## src/rtl/booth_pkg.sv

```systemverilog
`timescale 1ns/1ps
package booth_pkg;
  typedef enum logic [1:0] {
    OP_SKIP = 2'd0,
    OP_ADD  = 2'd1,
    OP_SUB  = 2'd2
  } booth_op_e;
endpackage

```

## src/rtl/booth_pair_decode.sv

```systemverilog
`timescale 1ns/1ps
module booth_pair_decode
  import booth_pkg::*;
(
  input  logic      q_lsb,
  input  logic      q_app,
  output booth_op_e op
);
  always_comb begin
    unique case ({q_lsb, q_app})
      2'b01:   op = OP_ADD;
      2'b10:   op = OP_SUB;
      default: op = OP_SKIP;
    endcase
  end
endmodule

```

## src/rtl/booth_addsub.sv

```systemverilog
`timescale 1ns/1ps
module booth_addsub
  import booth_pkg::*;
#(
  parameter int WIDTH = 8
) (
  input  logic [WIDTH-1:0] acc,
  input  logic [WIDTH-1:0] mcand,
  input  booth_op_e        op,
  output logic [WIDTH-1:0] sum,
  output logic             true_sign
);
  logic [WIDTH-1:0] operand;
  logic             carry_in;
  logic [WIDTH:0]   full;

  always_comb begin
    unique case (op)
      OP_ADD:  operand = mcand;
      OP_SUB:  operand = ~mcand;
      default: operand = '0;
    endcase
    carry_in = (op == OP_SUB);
  end

  assign full = {1'b0, acc} + {1'b0, operand} + {{WIDTH{1'b0}}, carry_in};
  assign sum  = full[WIDTH-1:0];
  // sign of the (WIDTH+1)-bit sign-extended sum; the carry out itself is dropped
  assign true_sign = acc[WIDTH-1] ^ operand[WIDTH-1] ^ full[WIDTH];
endmodule

```

## src/rtl/booth_seq_ctrl.sv

```systemverilog
`timescale 1ns/1ps
module booth_seq_ctrl #(
  parameter int WIDTH = 8
) (
  input  logic clk,
  input  logic rst,
  input  logic start,
  output logic busy,
  output logic load,
  output logic step,
  output logic last
);
  localparam int CNT_W = $clog2(WIDTH + 1);

  logic [CNT_W-1:0] remaining;

  assign load = start && !busy;
  assign step = busy;
  assign last = busy && (remaining == CNT_W'(1));

  always_ff @(posedge clk) begin
    if (rst) begin
      busy      <= 1'b0;
      remaining <= '0;
    end else if (load) begin
      busy      <= 1'b1;
      remaining <= CNT_W'(WIDTH);
    end else if (step) begin
      remaining <= remaining - CNT_W'(1);
      if (last) busy <= 1'b0;
    end
  end
endmodule

```

## src/rtl/booth_mult.sv

```systemverilog
`timescale 1ns/1ps
module booth_mult
  import booth_pkg::*;
#(
  parameter int WIDTH = 8
) (
  input  logic               clk,
  input  logic               rst,
  input  logic               start,
  input  logic [WIDTH-1:0]   multiplicand,
  input  logic [WIDTH-1:0]   multiplier,
  output logic               busy,
  output logic               done,
  output logic [2*WIDTH-1:0] product
);
  logic [WIDTH-1:0] acc_q;
  logic [WIDTH-1:0] mq_q;
  logic [WIDTH-1:0] mcand_q;
  logic             app_q;
  logic             load, step, last;
  booth_op_e        op;
  logic [WIDTH-1:0] sum;
  logic             true_sign;
  logic [WIDTH-1:0] acc_next;
  logic [WIDTH-1:0] mq_next;

  booth_seq_ctrl #(.WIDTH(WIDTH)) i_ctrl (
    .clk  (clk),
    .rst  (rst),
    .start(start),
    .busy (busy),
    .load (load),
    .step (step),
    .last (last)
  );

  booth_pair_decode i_dec (
    .q_lsb(mq_q[0]),
    .q_app(app_q),
    .op   (op)
  );

  booth_addsub #(.WIDTH(WIDTH)) i_addsub (
    .acc      (acc_q),
    .mcand    (mcand_q),
    .op       (op),
    .sum      (sum),
    .true_sign(true_sign)
  );

  assign acc_next = {true_sign, sum[WIDTH-1:1]};
  assign mq_next  = {sum[0], mq_q[WIDTH-1:1]};

  always_ff @(posedge clk) begin
    if (rst) begin
      acc_q   <= '0;
      mq_q    <= '0;
      mcand_q <= '0;
      app_q   <= 1'b0;
      product <= '0;
      done    <= 1'b0;
    end else begin
      done <= 1'b0;
      if (load) begin
        mcand_q <= multiplicand;
        mq_q    <= multiplier;
        acc_q   <= '0;
        app_q   <= 1'b0;
      end else if (step) begin
        acc_q <= acc_next;
        mq_q  <= mq_next;
        app_q <= mq_q[0];
        if (last) begin
          product <= {acc_next, mq_next};
          done    <= 1'b1;
        end
      end
    end
  end
endmodule

```

## config.mk

```make
export PLATFORM = sky130hd
export DESIGN_NAME = booth_mult
export DESIGN_NICKNAME = d
export VERILOG_FILES = /design/src/rtl/booth_pkg.sv /design/src/rtl/booth_pair_decode.sv /design/src/rtl/booth_addsub.sv /design/src/rtl/booth_seq_ctrl.sv /design/src/rtl/booth_mult.sv
export SDC_FILE = /design/constraint.sdc
export NUM_CORES = 1
export LEC_CHECK = 0
export BUFFER_PORTS_ARGS = -buffer_cell sky130_fd_sc_hd__clkbuf_2
export CAP_MARGIN = 20
export CORE_MARGIN = 4
export CORE_UTILIZATION = 45
export DETAILED_ROUTE_END_ITERATION = 8
export HOLD_SLACK_MARGIN = 0.12
export MAX_ROUTING_LAYER = met4
export PLACE_DENSITY_LB_ADDON = 0.12
export SKIP_CTS_REPAIR_TIMING = 1
export SLEW_MARGIN = 10
export SYNTH_ARGS = -nofsm -noshare
export SYNTH_HDL_FRONTEND = slang
export SYNTH_SLANG_ARGS = --single-unit
```

## constraint.sdc

```tcl
create_clock -name clk -period 6.98 [get_ports clk]
set_input_delay 0.698 -clock clk [delete_from_list [all_inputs] [get_ports clk]]
set_output_delay 0.698 -clock clk [all_outputs]
set_load 0.01 [all_outputs]
```

==> run summary <==
The latest clock arrival within the worst-skew pair is 300 ps. The number of enable flip-flop cells after synthesis came out at 0. During synthesis, Yosys emitted a total of 0 warnings. The worst setup path is launched from a flip-flop. The area of the mapped netlist came out at 2210 sq um.

The H-tree depth came out at 2. The power density relative to cell area came out at 221 nW/um^2. The routed design has 4610 um of wire. After layout, the worst path uses 38.1% of the clock period. The type of element capturing the critical path is a flip-flop. Yosys attributes the largest share of cell area to sky130_fd_sc_hd__dfxtp_1 (43%), sky130_fd_sc_hd__nand2_1 (9.5%), sky130_fd_sc_hd__a21oi_1 (8.4%). Clock tree synthesis inserted a total of 5 buffers. After global routing the overflow that remains totals 0. The first-pass iteration count of the detailed router came out at 4.

The floorplan has 25 rows. The final hold violation count came out at 0. The worst IR drop on VDD came out at 0.0977 mV. In the final timing run, aggregate negative setup slack is 0 ps. The top cell type's share of synthesized area is 42.6%. The die outline width is 78.1 um. The sum of net half-perimeters after detailed placement came out at 3270 um. For the worst flop-to-flop path, the logic depth is 10. The design internal power is 416 uW. The synthesized area per cell is 8.12 sq um. The setup skew after layout came out at 9.56 ps. Per report_power, the combinational group accounts for 12.2% of the total.

Counting every instance in the synthesized netlist gives 272. The synthesis-to-finish area growth came out at 14.7%. Net switching is 25.7% of the power.

Summed over all instances, the cell type with the most area after synthesis is sky130_fd_sc_hd__dfxtp_1. The number of slew-limit violations in the final report came out at 0. The deepest clock path buffer count came out at 2.

Of all nets on the critical path, the largest fanout is 9. The number of global-route vias before repair came to 1,717. The total nets after synthesis came out at 302. The effective utilization at floorplan is 46.5%. The global-route wire length before repair came out at 7990 um. The clock transition time at the flip-flop clock pins of the worst setup and hold paths came out at 90 ps. The number of distinct library cells after synthesis came out at 38.

For this run, the leading register cell type out of synthesis is sky130_fd_sc_hd__dfxtp_1. The static leakage power came out at 1.06 nW. In this run, flip-flops and latches consume 51.4% of the power. The number of standard cells in the layout, taps in and fillers out is 369.

The clock net sink count is 47. The highest clock rate came out at 376 MHz. The residual antenna-violating net count after detailed routing is 0. For this design the top-level I/O count stands at 37. The routed wire length per instance is 12.5 um. 0 antenna diodes ended up in the layout.

The worst path arrival time is 2870 ps. TritonCTS built the clock tree. The data required time at the worst endpoint came out at 7190 ps. The weighted congestion reported at the end of routability-driven placement came out at 0.865. The number of antenna violations at the first check in global routing came out at 0. The worst slew slack as a fraction of its limit came out at 37.1%. The height of the die is 78.1 um. The slew at the pin closest to its max-slew limit is 939 ps. The net load switching power is 144 uW. The remaining design rule violation count came out at 0. The instance count after placement with tap cells included came out at 361. Along the worst hold path, the cell count comes to 2.

The run finished with clean final reports. Across all layers, the routed design uses 1,808 vias. Global routing consumed, over all layers together, 16.6% of the routing resources. In this run the clock root is driven by a sky130_fd_sc_hd__clkbuf_8. The number of I/O port buffers is 36.

Setup repair after global routing left no endpoint under its margin. After synthesis the netlist holds a flip-flop and latch count of 47. The maximum number of pins on one net before global-route repair is 37.

The clock period could shrink to 2660 ps. Summing the sequential cell areas from Yosys gives 42.6% of the chip area. The clock network is responsible for 36.4% of the overall power. The fraction of registers with async set/reset came out at 0%. The number of nets in the finished design is 331. The worst min-delay path class is flip-flop to flip-flop. The total of endpoints with negative setup slack in the final report came out at 0. The count of filler cells inserted in the layout is 496.

The area of the placeable core is 4750 sq um. The worst setup path is of the flip-flop to flip-flop kind. The fraction of layout cells with a size suffix above 1 is 16.6%. The initial detailed-routing violation count came out at 81. The via-per-instance ratio is 4.90. The total of max-cap violations is 0. The area enclosed by the die boundary came out at 6100 sq um.
==> stage by stage <==
step	power [mW]	instance area [sq um]	util [%]	hold slack, ps	setup slack (ps)
3_3_place_gp	0.362	2420	50.8	443	4480
4_1_cts	0.569	2530	53.3	459	4360
3_5_place_dp	0.363	2420	50.8	446	4390
5_1_grt	0.588	2530	53.3	482	3990
2_1_floorplan	0.344	2210	-	443	4560
6_report	0.560	2530	53.3	456	4320
==> path summary, 6_finish.rpt <==
check	from	to	slack [ps]
worst max-delay path	app_q	product[15]	4320
worst min-delay path	product[2]	product[2]	460
worst max register to register	app_q	product[15]	4320
worst min register to register	product[2]	product[2]	460
==> state kept, by name, summed over array words and instances, names as in the netlist <==
register          flops
app_q                 1
mcand_q               8
acc_q                 8
i_ctrl.remaining      4
i_ctrl.busy           1
product              16
mq_q                  8
done                  1
==> worst max-delay path: stages (launching register included) <==
cell	delay (ps)
sky130_fd_sc_hd__dfxtp_1	340
sky130_fd_sc_hd__nand2b_1	270
sky130_fd_sc_hd__o21ai_0	150
sky130_fd_sc_hd__fa_1	430
sky130_fd_sc_hd__inv_1	90
sky130_fd_sc_hd__fa_1	200
sky130_fd_sc_hd__nor2b_1	60
sky130_fd_sc_hd__o31a_1	280
sky130_fd_sc_hd__o31ai_1	360
sky130_fd_sc_hd__nand2_1	140
sky130_fd_sc_hd__a311oi_1	260
==> area by class of cell <==
| type | instances | area [sq um] | share of cell area [%] |
|---|---|---|---|
| clock buffers | 5 | 68.8 | 2.72 |
| clock inverters | 3 | 47.5 | 1.88 |
| inverters | 7 | 28.8 | 1.14 |
| multi-input cells | 202 | 1170 | 46.1 |
| flip-flops and latches | 47 | 941 | 37.1 |
| well taps | 67 | 83.8 | 3.31 |
| repair buffers | 38 | 195 | 7.70 |
==> Yosys cell counts (2+ instances only) <==
cell	number
sky130_fd_sc_hd__a211oi_1	5
sky130_fd_sc_hd__a21o_1	2
sky130_fd_sc_hd__o21ai_0	10
sky130_fd_sc_hd__fa_1	2
sky130_fd_sc_hd__xnor2_1	4
sky130_fd_sc_hd__a21oi_1	37
sky130_fd_sc_hd__nor2b_1	3
sky130_fd_sc_hd__or3_1	3
sky130_fd_sc_hd__inv_1	6
sky130_fd_sc_hd__nand2b_1	2
sky130_fd_sc_hd__dfxtp_1	47
sky130_fd_sc_hd__clkbuf_1	13
sky130_fd_sc_hd__nand3_1	5
sky130_fd_sc_hd__nor3_1	3
sky130_fd_sc_hd__mux2i_1	12
sky130_fd_sc_hd__nor2_1	31
sky130_fd_sc_hd__ha_1	9
sky130_fd_sc_hd__nand2_1	56
sky130_fd_sc_hd__o21a_1	3
==> power groups by stage <==
stage	logic, mW	registers (mW)	clock network, mW
6_report	0.0683	0.288	0.204
2_1_floorplan	0.0517	0.293	0
4_1_cts	0.0692	0.288	0.212
3_3_place_gp	0.0680	0.294	0
5_1_grt	0.0776	0.290	0.221
3_5_place_dp	0.0689	0.294	0
==> kinds of logic after synthesis <==
| kind of cell | synth area share (%) |
|---|---|
| compound gates | 16.8 |
| xor+xnor | 1.98 |
| mux | 5.44 |
| flops | 42.6 |
| fa+ha+maj | 6.91 |
| simple gates | 21.7 |
| buf+inv | 4.53 |
==> metal layers <==
| metal | GRT usage, % | part of all wire (%) | vias to the layer above |
|---|---|---|---|
| li1 | - | - | 975 |
| met1 | 22.0 | 51 | 797 |
| met2 | 26.0 | 45 | 32 |
| met3 | 3.78 | 3.5 | 4 |
| met4 | 3.67 | 0.87 | 0 |
| met5 | - | 0 | - |
==> cell usage in the layout (no fill, tap or decap), types with 4 or more instances in the layout <==
| cell type | n |
|---|---|
| sky130_fd_sc_hd__a211oi_1 | 5 |
| sky130_fd_sc_hd__a21oi_1 | 37 |
| sky130_fd_sc_hd__clkbuf_2 | 36 |
| sky130_fd_sc_hd__clkbuf_8 | 5 |
| sky130_fd_sc_hd__dfxtp_1 | 47 |
| sky130_fd_sc_hd__ha_1 | 9 |
| sky130_fd_sc_hd__inv_1 | 6 |
| sky130_fd_sc_hd__mux2i_1 | 12 |
| sky130_fd_sc_hd__nand2_1 | 56 |
| sky130_fd_sc_hd__nand3_1 | 5 |
| sky130_fd_sc_hd__nor2_1 | 31 |
| sky130_fd_sc_hd__o21ai_0 | 10 |
| sky130_fd_sc_hd__xnor2_1 | 4 |
Note: power is estimated with default switching activity, not from simulation.
